File: src/rtl/igb_pkg.sv
package igb_pkg;

    typedef enum logic [1:0] {
        MSK_ENABLE = 2'd0,
        MSK_BLOCK  = 2'd1,
        MSK_PAIR   = 2'd2
    } mask_style_e;

    typedef enum logic {
        PRI_RMW  = 1'b0,
        PRI_PAIR = 1'b1
    } prio_style_e;

    function automatic int ceil_div(int a, int b);
        return (a + b - 1) / b;
    endfunction

endpackage

File: src/rtl/igb_mask_regs.sv
module igb_mask_regs
    import igb_pkg::*;
#(
    parameter int          NUM_SRC    = 8,
    parameter int          REG_W      = 8,
    parameter int          ADDR_W     = 4,
    parameter mask_style_e MASK_STYLE = MSK_ENABLE,
    parameter int          SET_BASE   = 0,
    parameter int          CLR_BASE   = 1
) (
    input  logic               clk,
    input  logic               rst_n,
    input  logic [ADDR_W-1:0]  addr,
    input  logic [REG_W-1:0]   wdata,
    input  logic               we,
    output logic [NUM_SRC-1:0] src_en,
    output logic [REG_W-1:0]   rd_data
);

    localparam bit HAS_CLR = (MASK_STYLE == MSK_PAIR);

    typedef struct packed {
        logic [NUM_SRC-1:0] en;
    } mstate_t;

    mstate_t st_d, st_q;

    function automatic logic [ADDR_W-1:0] word_addr(int base, int s);
        return ADDR_W'(base + s / REG_W);
    endfunction

    function automatic int bit_pos(int s);
        return REG_W - 1 - (s % REG_W);
    endfunction

    always_comb begin
        st_d    = st_q;
        rd_data = '0;
        for (int s = 0; s < NUM_SRC; s++) begin
            // read view: enable style shows pass bits, the others show block bits
            if (addr == word_addr(SET_BASE, s) || (HAS_CLR && addr == word_addr(CLR_BASE, s))) begin
                rd_data[bit_pos(s)] = (MASK_STYLE == MSK_ENABLE) ? st_q.en[s] : ~st_q.en[s];
            end
            if (we && addr == word_addr(SET_BASE, s)) begin
                case (MASK_STYLE)
                    MSK_ENABLE: st_d.en[s] = wdata[bit_pos(s)];
                    MSK_BLOCK:  st_d.en[s] = ~wdata[bit_pos(s)];
                    default: begin
                        if (wdata[bit_pos(s)]) st_d.en[s] = 1'b0;
                    end
                endcase
            end
            if (HAS_CLR && we && addr == word_addr(CLR_BASE, s) && wdata[bit_pos(s)]) begin
                st_d.en[s] = 1'b1;
            end
        end
    end

    always_ff @(posedge clk or negedge rst_n) begin
        if (!rst_n) begin
            st_q <= '0;
        end else begin
            st_q <= st_d;
        end
    end

    assign src_en = st_q.en;

endmodule

File: src/rtl/igb_prio_regs.sv
module igb_prio_regs
    import igb_pkg::*;
#(
    parameter int          NUM_SRC    = 8,
    parameter int          REG_W      = 8,
    parameter int          PRIO_W     = 4,
    parameter int          ADDR_W     = 4,
    parameter prio_style_e PRIO_STYLE = PRI_RMW,
    parameter int          SET_BASE   = 2,
    parameter int          CLR_BASE   = 6
) (
    input  logic                            clk,
    input  logic                            rst_n,
    input  logic [ADDR_W-1:0]               addr,
    input  logic [REG_W-1:0]                wdata,
    input  logic                            we,
    output logic [NUM_SRC-1:0][PRIO_W-1:0]  level,
    output logic [REG_W-1:0]                rd_data
);

    localparam int SPR     = REG_W / PRIO_W;
    localparam bit HAS_CLR = (PRIO_STYLE == PRI_PAIR);

    typedef struct packed {
        logic [NUM_SRC-1:0][PRIO_W-1:0] lvl;
    } pstate_t;

    pstate_t st_d, st_q;

    function automatic logic [ADDR_W-1:0] word_addr(int base, int s);
        return ADDR_W'(base + s / SPR);
    endfunction

    function automatic int fld_lsb(int s);
        return REG_W - ((s % SPR) + 1) * PRIO_W;
    endfunction

    always_comb begin
        st_d    = st_q;
        rd_data = '0;
        for (int s = 0; s < NUM_SRC; s++) begin
            if (addr == word_addr(SET_BASE, s) || (HAS_CLR && addr == word_addr(CLR_BASE, s))) begin
                rd_data[fld_lsb(s) +: PRIO_W] = st_q.lvl[s];
            end
            // level one is never stored; pair style also skips zero fields
            if (we && addr == word_addr(SET_BASE, s)
                && wdata[fld_lsb(s) +: PRIO_W] != PRIO_W'(1)
                && (!HAS_CLR || wdata[fld_lsb(s) +: PRIO_W] != '0)) begin
                st_d.lvl[s] = wdata[fld_lsb(s) +: PRIO_W];
            end
            if (HAS_CLR && we && addr == word_addr(CLR_BASE, s)
                && &wdata[fld_lsb(s) +: PRIO_W]) begin
                st_d.lvl[s] = '0;
            end
        end
    end

    always_ff @(posedge clk or negedge rst_n) begin
        if (!rst_n) begin
            st_q <= '0;
        end else begin
            st_q <= st_d;
        end
    end

    assign level = st_q.lvl;

endmodule

File: src/rtl/igb_pick.sv
module igb_pick #(
    parameter int NUM_SRC = 8,
    parameter int PRIO_W  = 4,
    parameter int IDX_W   = 3
) (
    input  logic                           clk,
    input  logic                           rst_n,
    input  logic [NUM_SRC-1:0]             pend,
    input  logic [NUM_SRC-1:0]             src_en,
    input  logic [NUM_SRC-1:0][PRIO_W-1:0] level,
    output logic                           req,
    output logic [IDX_W-1:0]               id,
    output logic [PRIO_W-1:0]              lvl
);

    typedef struct packed {
        logic              req;
        logic [IDX_W-1:0]  id;
        logic [PRIO_W-1:0] lvl;
    } pick_t;

    pick_t pk_d, pk_q;

    always_comb begin
        pk_d = '0;
        // strict compare keeps the lowest index on a tie
        for (int s = 0; s < NUM_SRC; s++) begin
            if (pend[s] && src_en[s] && level[s] > pk_d.lvl) begin
                pk_d.lvl = level[s];
                pk_d.id  = IDX_W'(s);
            end
        end
        pk_d.req = |pk_d.lvl;
    end

    always_ff @(posedge clk or negedge rst_n) begin
        if (!rst_n) begin
            pk_q <= '0;
        end else begin
            pk_q <= pk_d;
        end
    end

    assign req = pk_q.req;
    assign id  = pk_q.id;
    assign lvl = pk_q.lvl;

endmodule

File: src/rtl/irq_gate_bank.sv
module irq_gate_bank
    import igb_pkg::*;
#(
    parameter int          NUM_SRC    = 8,
    parameter int          REG_W      = 8,
    parameter int          PRIO_W     = 4,
    parameter int          ADDR_W     = 4,
    parameter mask_style_e MASK_STYLE = MSK_ENABLE,
    parameter prio_style_e PRIO_STYLE = PRI_RMW,
    parameter int          IDX_W      = (NUM_SRC > 1) ? $clog2(NUM_SRC) : 1
) (
    input  logic               clk,
    input  logic               rst_n,
    input  logic [ADDR_W-1:0]  bus_addr,
    input  logic [REG_W-1:0]   bus_wdata,
    input  logic               bus_we,
    output logic [REG_W-1:0]   bus_rdata,
    input  logic [NUM_SRC-1:0] src_pend,
    output logic               irq_req,
    output logic [IDX_W-1:0]   win_id,
    output logic [PRIO_W-1:0]  win_prio
);

    localparam int NMR       = ceil_div(NUM_SRC, REG_W);
    localparam int SPR       = REG_W / PRIO_W;
    localparam int NPR       = ceil_div(NUM_SRC, SPR);
    localparam int MSET_BASE = 0;
    localparam int MCLR_BASE = NMR;
    localparam int PSET_BASE = 2 * NMR;
    localparam int PCLR_BASE = 2 * NMR + NPR;

    logic [NUM_SRC-1:0]             src_en;
    logic [NUM_SRC-1:0][PRIO_W-1:0] level;
    logic [REG_W-1:0]               mask_rd;
    logic [REG_W-1:0]               prio_rd;

    igb_mask_regs #(
        .NUM_SRC    (NUM_SRC),
        .REG_W      (REG_W),
        .ADDR_W     (ADDR_W),
        .MASK_STYLE (MASK_STYLE),
        .SET_BASE   (MSET_BASE),
        .CLR_BASE   (MCLR_BASE)
    ) u_mask (
        .clk     (clk),
        .rst_n   (rst_n),
        .addr    (bus_addr),
        .wdata   (bus_wdata),
        .we      (bus_we),
        .src_en  (src_en),
        .rd_data (mask_rd)
    );

    igb_prio_regs #(
        .NUM_SRC    (NUM_SRC),
        .REG_W      (REG_W),
        .PRIO_W     (PRIO_W),
        .ADDR_W     (ADDR_W),
        .PRIO_STYLE (PRIO_STYLE),
        .SET_BASE   (PSET_BASE),
        .CLR_BASE   (PCLR_BASE)
    ) u_prio (
        .clk     (clk),
        .rst_n   (rst_n),
        .addr    (bus_addr),
        .wdata   (bus_wdata),
        .we      (bus_we),
        .level   (level),
        .rd_data (prio_rd)
    );

    igb_pick #(
        .NUM_SRC (NUM_SRC),
        .PRIO_W  (PRIO_W),
        .IDX_W   (IDX_W)
    ) u_pick (
        .clk    (clk),
        .rst_n  (rst_n),
        .pend   (src_pend),
        .src_en (src_en),
        .level  (level),
        .req    (irq_req),
        .id     (win_id),
        .lvl    (win_prio)
    );

    // address regions never overlap, so an OR merges the two read paths
    assign bus_rdata = mask_rd | prio_rd;

endmodule

File: config.mk
export PLATFORM = sky130hd
export DESIGN_NAME = irq_gate_bank
export DESIGN_NICKNAME = d
export VERILOG_FILES = /design/src/rtl/igb_pkg.sv /design/src/rtl/igb_mask_regs.sv /design/src/rtl/igb_prio_regs.sv /design/src/rtl/igb_pick.sv /design/src/rtl/irq_gate_bank.sv
export SDC_FILE = /design/constraint.sdc
export NUM_CORES = 1
export LEC_CHECK = 0
export ABC_AREA = 1
export CORE_UTILIZATION = 25
export DETAILED_ROUTE_END_ITERATION = 10
export GPL_TIMING_DRIVEN = 0
export PLACE_DENSITY = 0.5
export SYNTH_ARGS = -nofsm -noshare
export SYNTH_HDL_FRONTEND = slang
export SYNTH_SLANG_ARGS = --single-unit
File: constraint.sdc
create_clock -name clk -period 7.6 [get_ports clk]
set_input_delay 1.9 -clock clk [delete_from_list [all_inputs] [get_ports clk]]
set_output_delay 1.9 -clock clk [all_outputs]
set_load 0.02 [all_outputs]
==> flow_metrics.tcl <==
set metrics [dict create \
    start_util_pct 25.8 \
    whs_ps 488 \
    status "finished, violations left" \
    critPathKind "primary input to flip-flop" \
    core-area_um2 13300 \
    fillCellCount 1338 \
    ys_ff_latch 48 \
    yosysTopAreaCell "dfrtp_1" \
    cp_max_fo 7 \
    fin_crit_ps 8810 \
    max_stage_delay_ps 300 \
    p_per_area_nw_per_um2 330 \
    fin_crit_sh_pct 116 \
    clk_pin_slew_worst_paths_ps 70 \
    cts_sinks 48 \
    wirelength_mm 11.1 \
    ant_nets 0 \
    grt_overflow_total 0 \
    worst_pin_slew_ps 1140 \
    setup_tns_ps -9090 \
    synth.distinct_cells 28 \
    cp.arrival_ps 8990 \
    drive_gt1_share_pct 33.5 \
    grt_max_degree 30 \
    relSlewSlack_pct 23.5 \
    clk_latency_ps 290 \
    cts_tree "done" \
    cap_viol_max_count 0 \
    drc 0 \
    grt_first_pass_wirelength_mm 17.6 \
    skew_ps 3.57 \
    place_hpwl_mm 7.98 \
    timing.fmax_mhz 114 \
    areaGrowthSynthToFinish_pct 48.6 \
    layout_setup_ws_ps -1210 \
    row_count 42 \
    first_iter_violations 186 \
    startpoint_type "primary input" \
    yosysSeqAreaShare_pct 35.0 \
    synth_area_leaders "dfrtp_1 (35%), nand2_1 (15%), ha_1 (8.8%), o21ai_0 (7.4%), inv_1 (6.9%)" \
    fin_nets 606 \
    yosysTopAreaCellShare_pct 35.0 \
    rsz0062_at_grt "yes" \
    die_x_um 119 \
    critPathSlowestCell "ha_1" \
    end_kind "flip-flop" \
    peakVddDrop_mv 0.129 \
    regArea_um2 1200 \
    setup_viol 8 \
    via_per_inst 4.71 \
    grt_pass1_vias 3548 \
    violations "negative setup slack" \
    io_buffer_count 38 \
    fp.dieH_um 119 \
    h-tree-depth 2 \
    syn_inst 459 \
    ctsHoldBuffers 0 \
    clock_path_buffers 2 \
    grt.total_usage_pct 15.8 \
    antenna_found_initial 0 \
    hold_class "flip-flop to flip-flop" \
    crit_path_frequent_cell "nand2_2" \
    critPathRequiredTime_ps 7780 \
    multi_input_area_um2 2430 \
    slew_violations 0 \
    netlist_area_um2 3430 \
    io_pins 39 \
    hold_violations 0 \
    wl_per_cell_um 15.1 \
    syn-num-nets 506 \
    vias 3462 \
    synth_area_per_cell_um2 7.47 \
    root_buffer "clkbuf_16" \
    power_leakage_nw 2.45 \
    antennaDiodeCount 0 \
    synth_warnings 0 \
    numCtsBuffers 5 \
    gp_congestion 0.845 \
    firstDrtPassIters 5 \
    die_area_um2 14200 \
]
-- flip-flops by register name, indices dropped and copies added, names as in the netlist --
signal         flops
u_prio.level      32
u_pick.lvl         4
u_pick.id          3
u_mask.src_en      8
u_pick.req         1
-- path summary, 6_finish.rpt --
| path | cells past startpoint | slack [ps] | startpoint | end |
|---|---|---|---|---|
| setup / recovery | 63 | -1210 | src_pend[0] | u_pick.req |
| hold / removal | 2 | 490 | u_prio.level[8] | u_prio.level[8] |
| setup reg to reg | 61 | -50 | u_prio.level[3] | u_pick.req |
| hold reg to reg | 2 | 490 | u_prio.level[8] | u_prio.level[8] |
| max in group asynchronous | 2 | 5510 | rst_n | u_prio.level[6] |
| min in group asynchronous | 1 | 1560 | rst_n | u_pick.id[2] |
-- worst max-delay path: cells and delay by family --
family                     cells  cell delay [ps]
adders and majority gates      6             1600
AOI/OAI and AO/OA              9             1240
and+or+nand+nor               31             2860
buffers and inverters         17             1380
-- per-stage QoR --
| step | setup WS (ps) | total power [mW] | instance area (um2) | cells | util, % |
|---|---|---|---|---|---|
| floorplan | -851 | 0.869 | 3510 | 459 | - |
| global placement | -2210 | 1.03 | 4110 | 673 | 30.9 |
| detailed placement | -2280 | 1.05 | 4130 | 674 | 31.0 |
| CTS | -1290 | 1.54 | 4860 | 725 | 36.6 |
| global route | -1640 | 1.80 | 5100 | 735 | 38.3 |
| finish | -1210 | 1.68 | 5100 | 735 | 38.3 |
-- cell type report --
class | instances | area share, %
tap | 176 | 4.32
buffer | 1 | 0.0736
inverter | 66 | 4.96
sequential | 48 | 23.6
timing repair buffer | 92 | 15.7
multi-input combinational | 345 | 47.7
clock buffer | 5 | 2.45
clock inverter | 2 | 1.18
-- power breakdown --
part,internal [mW],switching (mW)
combinational,0.465,0.543
clock,0.187,0.0961
sequential,0.317,0.0741
-- repair_timing --
item / 4_1_cts / 5_1_grt
cloned: 1 / 0
setup endpoints to repair: 8 / 8
buffers inserted: 43 / 10
hold endpoints to repair: 0 / 0
resized for setup: 52 / 33
pin swaps: 64 / 46
-- layout by cell type (no fill, tap or decap), drive strengths merged --
cell type / count
nand3: 45
nand4: 6
o21a: 2
and2: 1
nor2: 30
clkbuf: 6
a221oi: 4
o22ai: 4
inv: 66
a21boi: 1
buf: 56
o21ai: 52
or2: 3
ha: 24
nor3: 2
nand2: 152
dfrtp: 48
bufinv: 2
o211ai: 2
clkdlybuf4s50: 36
a21oi: 9
o21bai: 8
-- per-layer routing --
metal / wire length, um / vias up / track usage [%]
met1: 5010 / 1666 / 20.5
met2: 5440 / 78 / 26.7
met3: 438 / 18 / 2.06
met4: 239 / 0 / 5.46
li1: - / 1700 / -
met5: 0 / - / 0
-- logic make-up after synthesis --
family | count (synthesis) | share of synthesized area [%]
simple gates | 238 | 35.1
fa+ha+maj | 24 | 8.75
flops | 48 | 35.0
buf+inv | 67 | 7.33
compound gates | 82 | 13.8
-- Yosys cell counts, drive strengths merged --
cell type and instances:
or2 3, nor3 2, a221oi 4, and2 1, ha 24, nor2 30
a21boi 1, o21bai 8, o22ai 4, inv 66, nand2 151, o211ai 2
o21a 2, o21ai 52, a21oi 9, nand4 6, clkbuf 1, dfrtp 48
nand3 45
Power figures use the tool's default switching activity.
